## src/rtl/simd_mask_pkg.sv

```systemverilog
package simd_mask_pkg;

  typedef enum logic [1:0] {
    EV_NONE  = 2'd0,
    EV_OPEN  = 2'd1,
    EV_ALT   = 2'd2,
    EV_CLOSE = 2'd3
  } br_evt_e;

  // Fixed priority: opening conditional, then alternative, then closing.
  function automatic br_evt_e pick_evt(input logic open_i, input logic alt_i,
                                       input logic close_i);
    br_evt_e ev;
    if (open_i)       ev = EV_OPEN;
    else if (alt_i)   ev = EV_ALT;
    else if (close_i) ev = EV_CLOSE;
    else              ev = EV_NONE;
    return ev;
  endfunction

endpackage

```

## src/rtl/mask_stack.sv

```systemverilog
module mask_stack #(
  parameter int W     = 32,
  parameter int DEPTH = 8
) (
  input  logic                         clk,
  input  logic                         rst_n,
  input  logic                         push,
  input  logic                         pop,
  input  logic [W-1:0]                 wdata,
  output logic [W-1:0]                 top,
  output logic [$clog2(DEPTH+1)-1:0]   count,
  output logic                         full,
  output logic                         empty
);
  localparam int CW = $clog2(DEPTH + 1);
  localparam int IW = (DEPTH > 1) ? $clog2(DEPTH) : 1;

  logic [W-1:0]  slot_q [DEPTH];
  logic [CW-1:0] count_d;
  logic [CW-1:0] top_idx;

  genvar gi;
  generate
    for (gi = 0; gi < DEPTH; gi++) begin : g_slot
      logic [W-1:0] q;
      logic         we;
      assign we = push && (count == CW'(gi));
      always_ff @(posedge clk or negedge rst_n) begin
        if (!rst_n)  q <= '0;
        else if (we) q <= wdata;
      end
      assign slot_q[gi] = q;
    end
  endgenerate

  always_comb begin
    count_d = count;
    if (push)     count_d = count + CW'(1);
    else if (pop) count_d = count - CW'(1);
  end

  always_ff @(posedge clk or negedge rst_n) begin
    if (!rst_n)           count <= '0;
    else if (push || pop) count <= count_d;
  end

  assign full    = (count == CW'(DEPTH));
  assign empty   = (count == '0);
  assign top_idx = count - CW'(1);
  assign top     = empty ? '0 : slot_q[top_idx[IW-1:0]];

endmodule

```

## src/rtl/mask_path_calc.sv

```systemverilog
module mask_path_calc
  import simd_mask_pkg::*;
#(
  parameter int LANES = 16
) (
  input  br_evt_e          evt,
  input  logic [LANES-1:0] live,
  input  logic [LANES-1:0] cond,
  input  logic [LANES-1:0] top_parent,
  input  logic [LANES-1:0] top_alt,
  input  logic             full,
  input  logic             empty,
  output logic [LANES-1:0] live_d,
  output logic             live_we,
  output logic             push,
  output logic             pop,
  output logic [LANES-1:0] ent_parent,
  output logic [LANES-1:0] ent_alt,
  output logic             skip,
  output logic             ovf_hit,
  output logic             udf_hit
);
  logic [LANES-1:0] taken;

  assign taken      = live & cond;
  assign ent_parent = live;
  assign ent_alt    = live & ~cond;

  always_comb begin
    live_d  = live;
    live_we = 1'b0;
    push    = 1'b0;
    pop     = 1'b0;
    skip    = 1'b0;
    ovf_hit = 1'b0;
    udf_hit = 1'b0;
    unique case (evt)
      EV_OPEN: begin
        if (full) ovf_hit = 1'b1;
        else begin
          push    = 1'b1;
          live_we = 1'b1;
          live_d  = taken;
          skip    = (taken == '0);
        end
      end
      EV_ALT: begin
        if (empty) udf_hit = 1'b1;
        else begin
          live_we = 1'b1;
          live_d  = top_alt;
          skip    = (top_alt == '0);
        end
      end
      EV_CLOSE: begin
        if (empty) udf_hit = 1'b1;
        else begin
          pop     = 1'b1;
          live_we = 1'b1;
          live_d  = top_parent;
        end
      end
      default: ;
    endcase
  end

endmodule

```

## src/rtl/err_flags.sv

```systemverilog
module err_flags (
  input  logic clk,
  input  logic rst_n,
  input  logic ovf_hit,
  input  logic udf_hit,
  output logic ovf_q,
  output logic udf_q
);
  logic ovf_d, udf_d;

  assign ovf_d = ovf_q | ovf_hit;
  assign udf_d = udf_q | udf_hit;

  always_ff @(posedge clk or negedge rst_n) begin
    if (!rst_n) begin
      ovf_q <= 1'b0;
      udf_q <= 1'b0;
    end else begin
      if (ovf_hit) ovf_q <= ovf_d;
      if (udf_hit) udf_q <= udf_d;
    end
  end

endmodule

```

## src/rtl/simd_mask_unit.sv

```systemverilog
module simd_mask_unit
  import simd_mask_pkg::*;
#(
  parameter int LANES = 16,
  parameter int DEPTH = 8
) (
  input  logic                       clk,
  input  logic                       rst_n,
  input  logic                       if_evt,
  input  logic                       else_evt,
  input  logic                       endif_evt,
  input  logic [LANES-1:0]           cond,
  output logic [LANES-1:0]           live_mask,
  output logic                       skip_path,
  output logic [$clog2(DEPTH+1)-1:0] nest_depth,
  output logic                       overflow_err,
  output logic                       underflow_err
);
  localparam int EW = 2 * LANES;

  br_evt_e          evt;
  logic [LANES-1:0] live_d;
  logic             live_we;
  logic             push, pop, full, empty;
  logic [LANES-1:0] ent_parent, ent_alt;
  logic [EW-1:0]    top_ent;
  logic             ovf_hit, udf_hit;

  assign evt = pick_evt(if_evt, else_evt, endif_evt);

  mask_path_calc #(.LANES(LANES)) u_calc (
    .evt        (evt),
    .live       (live_mask),
    .cond       (cond),
    .top_parent (top_ent[EW-1:LANES]),
    .top_alt    (top_ent[LANES-1:0]),
    .full       (full),
    .empty      (empty),
    .live_d     (live_d),
    .live_we    (live_we),
    .push       (push),
    .pop        (pop),
    .ent_parent (ent_parent),
    .ent_alt    (ent_alt),
    .skip       (skip_path),
    .ovf_hit    (ovf_hit),
    .udf_hit    (udf_hit)
  );

  mask_stack #(.W(EW), .DEPTH(DEPTH)) u_stack (
    .clk   (clk),
    .rst_n (rst_n),
    .push  (push),
    .pop   (pop),
    .wdata ({ent_parent, ent_alt}),
    .top   (top_ent),
    .count (nest_depth),
    .full  (full),
    .empty (empty)
  );

  err_flags u_err (
    .clk     (clk),
    .rst_n   (rst_n),
    .ovf_hit (ovf_hit),
    .udf_hit (udf_hit),
    .ovf_q   (overflow_err),
    .udf_q   (underflow_err)
  );

  always_ff @(posedge clk or negedge rst_n) begin
    if (!rst_n)       live_mask <= '1;
    else if (live_we) live_mask <= live_d;
  end

endmodule

```

## config.mk

```make
export PLATFORM = sky130hd
export DESIGN_NAME = simd_mask_unit
export DESIGN_NICKNAME = d
export VERILOG_FILES = /design/src/rtl/simd_mask_pkg.sv /design/src/rtl/mask_stack.sv /design/src/rtl/mask_path_calc.sv /design/src/rtl/err_flags.sv /design/src/rtl/simd_mask_unit.sv
export SDC_FILE = /design/constraint.sdc
export NUM_CORES = 1
export LEC_CHECK = 0
export BUFFER_PORTS_ARGS = -buffer_cell sky130_fd_sc_hd__buf_2
export CORE_MARGIN = 5
export CORE_UTILIZATION = 35
export DETAILED_ROUTE_END_ITERATION = 6
export PLACE_DENSITY = 0.56
export SYNTH_ARGS = -nofsm -noshare
export SYNTH_HDL_FRONTEND = slang
export SYNTH_HIERARCHICAL = 1
export SYNTH_SLANG_ARGS = --single-unit
```

## constraint.sdc

```tcl
create_clock -name clk -period 7.9 [get_ports clk]
set_clock_uncertainty 0.2 [all_clocks]
set_input_delay 1.185 -clock clk [delete_from_list [all_inputs] [get_ports clk]]
set_output_delay 1.185 -clock clk [all_outputs]
set_load 0.02 [all_outputs]
```

==> results of run 1 <==
logic make-up (layout without fill, tap and decap cells):
logic type,after synthesis,count (layout),synth area share (%)
buf+inv,86,114,5.519
compound gates,111,111,5.690
fa+ha+maj,8,8,0.7168
mux,336,336,34.94
flops,278,278,49.96
xor+xnor,4,4,0.2508
simple gates,56,56,2.921
layout make-up:
type / count / area, sq um
Timing Repair Buffer: 52 / 305.3
Clock inverter: 13 / 128.9
Inverter: 6 / 22.52
Clock buffer: 43 / 920.9
Sequential cell: 278 / 6980
Multi-Input combinational cell: 515 / 6251
Tap cell: 525 / 656.9
Fill cell: 3754 / 24370
placed cells by master (no fill, tap or decap), types with 3 or more instances in the layout:
master       n
mux4_2      64
buf_4        8
xnor2_1      3
or2_1        3
o21ai_0     14
a22oi_1     19
nor4_1       3
nand2_1      3
inv_1        6
mux2_1      20
mux2_2     152
and3_4       3
nor2b_1     18
dfrtp_1    261
dfstp_2     16
o21a_1      17
nand4_1      3
o21ai_1     20
buf_2       42
clkbuf_8    10
nand3_4      4
clkinv_2     9
ha_1         7
nor2_1       7
mux2_4     100
clkbuf_16   31
a22o_1      34
worst paths after layout:
| check | start | end | slack, ps | depth (start not counted) |
|---|---|---|---|---|
| worst max-delay path | u_stack/count[0] | skip_path | 1730 | 10 |
| worst min register to register | u_err/ovf_q | u_err/ovf_q | 270 | 1 |
| worst max register to register | u_stack/count[0] | u_stack/g_slot[0].q[2] | 3420 | 8 |
| min in group asynchronous | rst_n | u_stack/g_slot[7].q[12] | 420 | 1 |
| worst min-delay path | u_err/ovf_q | u_err/ovf_q | 270 | 1 |
| max in group asynchronous | rst_n | u_stack/count[0] | 5760 | 2 |
flip-flops by register name (all words and copies together), names as in the netlist:
| register | count |
|---|---|
| u_err/udf_q | 1 |
| u_stack/count | 4 |
| u_err/ovf_q | 1 |
| u_stack/g_slot.q | 256 |
| live_mask | 16 |
through the flow:
step           setup WS, ps  utilization (%)  area, sq um  hold WS (ps)
2_1_floorplan          3125                -        13960         252.6
3_3_place_gp           2115            35.86        14220         243.2
3_5_place_dp           2144            35.86        14220         254.8
4_1_cts                1533            38.51        15270         268.4
5_1_grt                1311            38.51        15270         303.6
6_report               1726            38.51        15270         268.2
power breakdown:
part           internal, mW  leakage [nW]  switching (mW)  total (mW)
sequential             1.44          3.81          0.0780        1.52
combinational         0.339          2.75           0.605       0.944
clock                 0.874         0.527           0.589        1.46
worst register-to-register path, delay by kind of cell (launching register included):
family / cells / cell delay (ps)
multiplexers: 1 / 410
AND/OR/NAND/NOR: 4 / 1910
flip-flops: 1 / 860
adder cells (fa/ha/maj): 1 / 260
buffers and inverters: 2 / 720
metal layers:
metal | up-vias | wire [um] | GRT usage [%]
met5 | - | 0 | 0
met4 | 0 | 746 | 3.510
met2 | 130 | 15140 | 22.85
met3 | 45 | 1596 | 2.945
met1 | 4072 | 16280 | 22.84
li1 | 3300 | - | -
==> key figures, run 1 <==
Outcome
  – Status: completed

Drt
  – Initial DRC count: 578
  – Routed Antenna Nets: 0
  – WL/cell: 23.58 um
  – 1st-pass router iterations: 4
  – Post-Route WL: 33,760 um
  – Via density: 5.270
  – DR DRC count: 0
  – Vias: 7,547

Critical path
  – Slowest stage delay, CP: 860 ps
  – Crit path DAT: 4790 ps
  – Critical setup path kind: reg -> out
  – Worst path bufs/invs: 3
  – Crit end category: output pin
  – Max FO, Critical Path: 53
  – CP startpoint kind: register
  – Cells traversed along the worst timing path: inv_1 > ha_4 > buf_4 > mux4_2 > a22o_1 > nor4_1 > nand4_1 > or4_1 > o21ai_0 > buf_2
  – Crit path max-delay family: flip-flops
  – Critical Path RT: 6510 ps
  – Slowest cell on the critical path: dfrtp_4

Timing
  – Worst-Margin Slew: 1193 ps
  – Max Freq: 162.0 MHz
  – Pins over their slew limit: 0
  – Hold Violations, Final: 0
  – Setup TNS: 0 ps
  – Final setup violation count: 0
  – RSZ-0062 raised after global routing: no
  – Tcrit/Tclk final: 78.15%
  – Max transition margin: 20.35%
  – Period minus WS final: 6174 ps

Clocking
  – H-Tree Depth: 1
  – Post-cts gate resize count: 0
  – Clock Latency Late Sink: 570 ps
  – Setup Buffers After CTS: 0
  – Root buffer cell: clkbuf_16
  – CTS tree: built
  – CTS Buf Count: 30
  – Worst-path clk slew: 60 ps
  – CTS Buffer Depth: 3
  – Hold Buf Count CTS: 0
  – CTS sink cnt: 278

Synthesis
  – Asr flop ratio synth: 100.0%
  – Mapped Area: 13,960 sq um
  – Ys Warns: 6
  – Post-synthesis sequential element count: 278
  – Sequential area share after synthesis: 49.96%
  – Dominant cells by area after synthesis: dfrtp_1 47%, mux2_2 12%, mux2_4 11%, mux4_2 10%, dfstp_2 3.0%
  – Top_reg_cell synth: dfrtp_1
  – Mean Syn Cell Area: 15.89 sq um
  – Top-area cell type share of the netlist area: 46.95%
  – Post-synth top area cell: dfrtp_1
  – Count leader, synth: dfrtp_1
  – Synth unique cells: 44
  – Syn nets: 908
  – Synthesized instance count: 879
  – Synth top cells by count: 262 x dfrtp_1, 152 x mux2_2, 100 x mux2_4, 64 x mux4_2, 34 x a22o_1
  – Post-synth EDFFs: 0

Floorplanning
  – Row Count: 73
  – Starting Density: 35.23%
  – Die ar.: 43,990 sq um
  – Die X: 209.7 um
  – Top Ports: 44
  – Die Ht: 209.7 um
  – Core area: 39,640 sq um

Layout
  – Nets: 912
  – Post-route insts no fill: 1,432
  – Layout cells sized above 1: 50.17%
  – ANT cells: 0
  – Area grow syn2layout: 9.318%

Global routing
  – Gr usage total: 15.20%
  – Vias in the first global route: 8,018
  – First-pass GRT wire length: 51,750 um
  – Antenna violations before repair: 0
  – Total gr overflow: 0
  – Largest net degree at the start of global routing: 149

Pwr
  – Max VDD drop: 0.3042 mV
  – Static leakage: 7.087 nW
  – Power per cell area: 257.1 nW/um^2
  – Tot Pwr: 3.924 mW

Hold path
  – Hold Path Class: reg -> reg

Placement
  – Placed cells: 1,376
  – PortBufs: 43
  – Post-DP HPWL: 19,560 um
  – Gpl congestion: 0.7554

Flow run
  – Max-cap viol count: 0
Power figures use the tool's default switching activity.
==> run 2, diff against run 1 <==
==> constraint.sdc (replaced) <==
create_clock -name clk -period 6.3 [get_ports clk]
set_clock_uncertainty 0.2 [all_clocks]
set_input_delay 0.945 -clock clk [delete_from_list [all_inputs] [get_ports clk]]
set_output_delay 0.945 -clock clk [all_outputs]
set_load 0.02 [all_outputs]
==> run 2 against run 1 <==
  * Clock-buffer cell count up 1
  * Critical path depth down 1
  * Wire length up 1.2%
  * Critical path type unchanged
  * Global-route usage up 0.21 points
  * Utilization up 0.19 points
  * Die area unchanged
==> key figures, run 2 (synthesis results as in run 1) <==
Placement
  – Placed cells: 1,379 (+0.22%)
  – Place WS: 1527 ps (-616.8 ps)
  – Area after DPL: 14,240 sq um (+0.16%)
  – Post-DP HPWL: 19,720 um (+0.84%)
  – Gpl congestion: 0.7538 (-0.21%)
  – PortBufs: 43 (unchanged)

Hold path
  – Hold Path Class: in -> async

Floorplanning
  – Die Ht: 209.7 um (unchanged)
  – Core area: 39,640 sq um (unchanged)
  – Top Ports: 44 (unchanged)
  – Row Count: 73 (unchanged)
  – Die X: 209.7 um (unchanged)
  – Die ar.: 43,990 sq um (unchanged)
  – Starting Density: 35.23% (unchanged)

Critical path
  – Worst path bufs/invs: 2 (-1)
  – Reg-to-reg startpoint: u_stack/count[1]
  – R2r setup slk: 2160 ps (-1260 ps)
  – Crit path max-delay family: simple AND/OR/NAND/NOR gates
  – Slowest stage delay, CP: 820 ps (-40 ps)
  – Critical setup path kind: reg -> out
  – CP startpoint kind: register
  – Crit end category: output pin
  – Reg2reg end: u_stack/g_slot[0].q[31]
  – Cells traversed along the worst timing path: inv_1 > ha_4 > mux4_2 > a22o_1 > nor4b_1 > nand4_1 > or4_1 > o21ai_0 > buf_2
  – Critical Path RT: 5150 ps (-1360 ps)
  – Crit path launch: u_stack/count[1]
  – Slowest cell on the critical path: ha_4
  – Crit path DAT: 4180 ps (-610 ps)
  – FF-to-FF path depth: 8 (unchanged)
  – Max FO, Critical Path: 49 (-7.5%)

Drt
  – Post-Route WL: 34,160 um (+1.2%)
  – WL/cell: 23.81 um (+0.97%)
  – Initial DRC count: 512 (-11%)
  – Vias: 7,651 (+1.4%)
  – 1st-pass router iterations: 4 (unchanged)
  – Routed Antenna Nets: 0 (unchanged)
  – DR DRC count: 0 (unchanged)
  – Via density: 5.332 (+1.2%)

Layout
  – Biggest register: u_stack/g_slot.q
  – Nets: 915 (+0.33%)
  – Design Area, Final: 15,340 sq um (+0.49%)
  – Post-route insts no fill: 1,435 (+0.21%)
  – Multi-input gate area: 6251 sq um (unchanged)
  – FF+latch area: 6980 sq um (unchanged)
  – Layout cells sized above 1: 49.83% (-0.33 points)
  – Area grow syn2layout: 9.856%
  – Fillers: 3,745 (-0.24%)
  – Max reg flops: 256 (unchanged)
  – Largest registers: u_stack/g_slot.q (256), live_mask (16), u_stack/count (4)
  – Most common cell after layout, fill and taps aside: dfrtp_1
  – Most frequent cells in the layout: 261 x dfrtp_1, 152 x mux2_2, 100 x mux2_4

Clocking
  – Setup Buffers After CTS: 0 (unchanged)
  – CTS Buf Count: 30 (unchanged)
  – Clock Latency Late Sink: 560 ps (about the same)
  – Root buffer cell: clkbuf_16
  – Worst-path clk slew: 60 ps (about the same)
  – CTS Buffer Depth: 3 (unchanged)
  – Hold Buf Count CTS: 0 (unchanged)
  – CTS sink cnt: 278 (unchanged)
  – H-Tree Depth: 1 (unchanged)
  – CTS tree: built
  – Post-cts gate resize count: 0 (unchanged)

Timing
  – Worst-Margin Slew: 959.8 ps (-233.6 ps)
  – Tcrit/Tclk final: 84.55%
  – Worst setup margin: 973.7 ps (-752.5 ps)
  – Setup TNS: 0 ps (unchanged)
  – Hold Violations, Final: 0 (unchanged)
  – Max transition margin: 36.01% (+16 points)
  – Final setup violation count: 0 (unchanged)
  – Pins over their slew limit: 0 (unchanged)
  – Max Freq: 187.7 MHz
  – Period minus WS final: 5326 ps
  – RSZ-0062 raised after global routing: no

Outcome
  – Status: completed

Global routing
  – Total gr overflow: 0 (unchanged)
  – Gr usage total: 15.41% (+0.21 points)
  – Antenna violations before repair: 1 (+1)
  – First-pass GRT wire length: 52,750 um (+1.9%)
  – Vias in the first global route: 8,098 (+1.0%)
  – Largest net degree at the start of global routing: 101 (-32%)

Pwr
  – Power per cell area: 329.6 nW/um^2 (+28%)
  – Static leakage: 7.119 nW (+0.45%)
  – Max VDD drop: 0.2986 mV (-1.8%)

Flow run
  – Max-cap viol count: 0 (unchanged)
run 2: changes by cell type in the layout (fill, tap and decap cells not counted):
cell        delta
bufinv_16      +4
clkinvlp_4     -1
clkbuf_8       -3
buf_4          +3
clkinv_2       -4
clkinv_8       -1
diode_2        +1
clkbuf_1       +4
run 2: per-stage QoR:
stage	utilization, %	power (mW)	hold WS [ps]
5_1_grt	38.70	5.251	273.9
4_1_cts	38.69	5.138	236.5
3_5_place_dp	35.92	3.166	248.7
2_1_floorplan	-	2.801	252.6
3_3_place_gp	35.92	3.155	248.8
6_report	38.70	5.057	201.8
run 2: worst max path at each step:
stage	end	slack, ps	cells past startpoint
3_5_place_dp	skip_path	1530	9
2_1_floorplan	skip_path	1760	13
3_3_place_gp	skip_path	1560	9
4_1_cts	skip_path	920	9
6_report	skip_path	970	9
5_1_grt	skip_path	770	9
run 2: power by group:
group	internal, mW	leakage (nW)	switching [mW]
Sequential	1.81	3.81	0.0346
Combinational	0.433	2.76	0.833
Clock	1.22	0.544	0.727
Total	3.46	7.12	1.59
run 2: layout make-up:
class	count	share of cell area (%)
Antenna cell	1	0.01631
Clock buffer	44	5.831
Clock inverter	11	1.338
Inverter	6	0.1468
Multi-Input combinational cell	515	40.75
Sequential cell	278	45.50
Tap cell	525	4.282
Timing Repair Buffer	55	2.137
run 2: metal layers:
metal / up-vias / track usage [%] / part of all wire, %
met5: - / 0 / 0
met1: 4129 / 23.57 / 49
li1: 3325 / - / -
met3: 46 / 2.780 / 4.4
met4: 0 / 3.893 / 2.3
met2: 151 / 22.68 / 44
run 2: worst reg2reg max path, stage by stage (launching register included):
cell,delay (ps)
dfrtp_1,440
inv_1,120
ha_4,220
and3b_1,450
nor2b_1,650
and2b_4,380
nor2b_4,760
buf_4,420
mux2_2,370
==> run 3, diff against run 2 <==
--- a/config.mk
+++ b/config.mk
@@ -9,7 +9,7 @@
 export CORE_MARGIN = 5
 export CORE_UTILIZATION = 35
 export DETAILED_ROUTE_END_ITERATION = 6
-export PLACE_DENSITY = 0.56
+export PLACE_DENSITY = 0.58
 export SYNTH_ARGS = -nofsm -noshare
 export SYNTH_HDL_FRONTEND = slang
 export SYNTH_HIERARCHICAL = 1
==> constraint.sdc (replaced) <==
create_clock -name clk -period 4.8 [get_ports clk]
set_clock_uncertainty 0.2 [all_clocks]
set_input_delay 0.72 -clock clk [delete_from_list [all_inputs] [get_ports clk]]
set_output_delay 0.72 -clock clk [all_outputs]
set_load 0.02 [all_outputs]
==> run 3 against run 2 <==
  * Total power up 30%
  * Highest routed layer unchanged
  * Non-clock buffer count grew 7
  * The run now ends with hold timing left
  * Clock power up 22%
  * Hold slack lost 210 ps
  * Sequential power is 32% higher
  * Critical endpoint unchanged
==> key figures, run 3 (synthesis results as in run 1) <==
Outcome
  – Status: finished, violations left
  – Violated checks: hold timing

Pwr
  – Static leakage: 7.144 nW (+0.35%)
  – Power per cell area: 428.1 nW/um^2 (+30%)
  – Max VDD drop: 0.4710 mV (+58%)

Layout
  – Most common cell after layout, fill and taps aside: dfrtp_1
  – Post-route insts no fill: 1,444 (+0.63%)
  – Largest registers: u_stack/g_slot.q (256), live_mask (16), u_stack/count (4)
  – Fin util: 38.85% (+0.15 points)
  – Multi-input gate area: 6251 sq um (unchanged)
  – Area grow syn2layout: 10.28%
  – Fillers: 3,701 (-1.2%)
  – FF+latch area: 6980 sq um (unchanged)
  – Biggest register: u_stack/g_slot.q
  – Max reg flops: 256 (unchanged)
  – Layout cells sized above 1: 49.95% (+0.11 points)
  – ANT cells: 0 (-1)
  – Nets: 923 (+0.87%)
  – Most frequent cells in the layout: 261 x dfrtp_1, 152 x mux2_2, 100 x mux2_4

Timing
  – Pins over their slew limit: 0 (unchanged)
  – Tcrit/Tclk final: 96.81%
  – Setup TNS: 0 ps (unchanged)
  – Final setup violation count: 0 (unchanged)
  – Hold Violations, Final: 15 (+15)
  – Max Freq: 215.2 MHz
  – Max transition margin: 41.82% (+5.8 points)
  – Worst-Margin Slew: 870.3 ps (-89.53 ps)
  – Hold WS: -8.216 ps (-210.1 ps)
  – RSZ-0062 raised after global routing: no
  – Period minus WS final: 4647 ps

Hold path
  – Hold Path Class: in -> async

Drt
  – 1st-pass router iterations: 5 (+1)
  – Initial DRC count: 693 (+35%)
  – Routed Antenna Nets: 0 (unchanged)
  – Post-Route WL: 35,080 um (+2.7%)
  – DR DRC count: 0 (unchanged)
  – Vias: 7,815 (+2.1%)
  – WL/cell: 24.30 um (+2.1%)
  – Via density: 5.412 (+1.5%)

Clocking
  – CTS Buffer Depth: 3 (unchanged)
  – Root buffer cell: clkbuf_16
  – Clock Latency Late Sink: 570 ps (about the same)
  – CTS tree: built
  – Worst-path clk slew: 60 ps (about the same)
  – CTS sink cnt: 278 (unchanged)
  – CTS Buf Count: 31 (+3.3%)
  – Hold Buf Count CTS: 0 (unchanged)
  – H-Tree Depth: 1 (unchanged)

Placement
  – PortBufs: 43 (unchanged)
  – Gpl congestion: 0.7732 (+2.6%)
  – Placed cells: 1,384 (+0.36%)
  – Post-DP HPWL: 20,160 um (+2.2%)

Critical path
  – CP startpoint kind: register
  – Max FO, Critical Path: 17 (-65%)
  – Critical setup path kind: reg -> out
  – Crit end category: output pin
  – Critical Path RT: 3880 ps (-1270 ps)
  – Crit path DAT: 3730 ps (-450 ps)
  – Slowest stage delay, CP: 520 ps (-300 ps)
  – Cells traversed along the worst timing path: inv_1 > ha_4 > buf_4 > mux4_2 > a22o_1 > nor4_1 > nand4_1 > or4_1 > o21ai_0 > buf_2
  – Slowest cell on the critical path: ha_4

Floorplanning
  – Starting Density: 35.23% (unchanged)
  – Die ar.: 43,990 sq um (unchanged)
  – Top Ports: 44 (unchanged)
  – Core area: 39,640 sq um (unchanged)
  – Die X: 209.7 um (unchanged)
  – Row Count: 73 (unchanged)
  – Die Ht: 209.7 um (unchanged)

Flow run
  – Max-cap viol count: 0 (unchanged)

Global routing
  – Vias in the first global route: 8,341 (+3.0%)
  – First-pass GRT wire length: 53,610 um (+1.6%)
  – Antenna violations before repair: 0 (-1)
  – Gr usage total: 15.68% (+0.27 points)
  – Total gr overflow: 0 (unchanged)
  – Largest net degree at the start of global routing: 98 (-3.0%)
run 3: changes by cell type in the layout (fill, tap and decap cells not counted), sizes merged:
cell,before,now
clkinv,5,3
bufinv,6,1
buf,55,61
clkinvlp,0,1
clkbuf,44,53
diode,1,0
inv,6,7
run 3: metrics by stage:
stage	power (mW)	setup slack, ps	cell area [sq um]	hold WS, ps
2_1_floorplan	3.677	489.7	13960	224.4
3_3_place_gp	4.157	658.3	14310	241.1
3_5_place_dp	4.176	667.1	14310	252.2
4_1_cts	6.566	42.48	15340	14.25
5_1_grt	6.845	15.32	15400	41.79
6_report	6.593	153.1	15400	-8.216
run 3: critical path: cells and delay by family, from the launching register on:
| family | cells | cell delay (ps) |
|---|---|---|
| AND/OR/NAND/NOR | 3 | 830 |
| buffers and inverters | 3 | 580 |
| adder cells (fa/ha/maj) | 1 | 520 |
| flip-flops | 1 | 480 |
| AO/OA/AOI/OAI | 2 | 450 |
| multiplexers | 1 | 290 |
run 3: power by group:
group / internal (mW) / switching, mW / leakage (nW)
clock network: 1.41 / 0.956 / 0.503
registers: 2.37 / 0.0512 / 3.81
logic: 0.658 / 1.14 / 2.83
run 3: routing by layer:
layer / GRT usage, % / routed length, um
met1: 23.11 / 16210
met2: 24.02 / 15870
met3: 3.124 / 2311
met4: 3.645 / 690
met5: 0 / 0
run 3: final timing paths:
check	start	end	slack (ps)	cells after the start
min in group clk	u_err/ovf_q	u_err/ovf_q	260	1
max	u_stack/count[0]	skip_path	150	10
max in group asynchronous	rst_n	u_stack/g_slot[5].q[12]	3340	2
min	rst_n	u_stack/g_slot[6].q[16]	-8	1
min reg2reg	u_err/ovf_q	u_err/ovf_q	260	1
max reg2reg	u_stack/count[0]	u_stack/g_slot[0].q[4]	1320	10
run 3: final cells by class:
class                      instances  share of cell area, %
clock inverter                     6                 0.3981
tap                              525                  4.266
sequential                       278                  45.33
clock buffer                      52                  6.264
multi-input combinational        515                  40.59
timing repair buffer              62                  3.006
inverter                           6                 0.1462
run 3: what timing repair did:
item	4_1_cts	5_1_grt
setup buffers	0	1
setup endpoints to repair	0	1
gates resized for setup	0	1
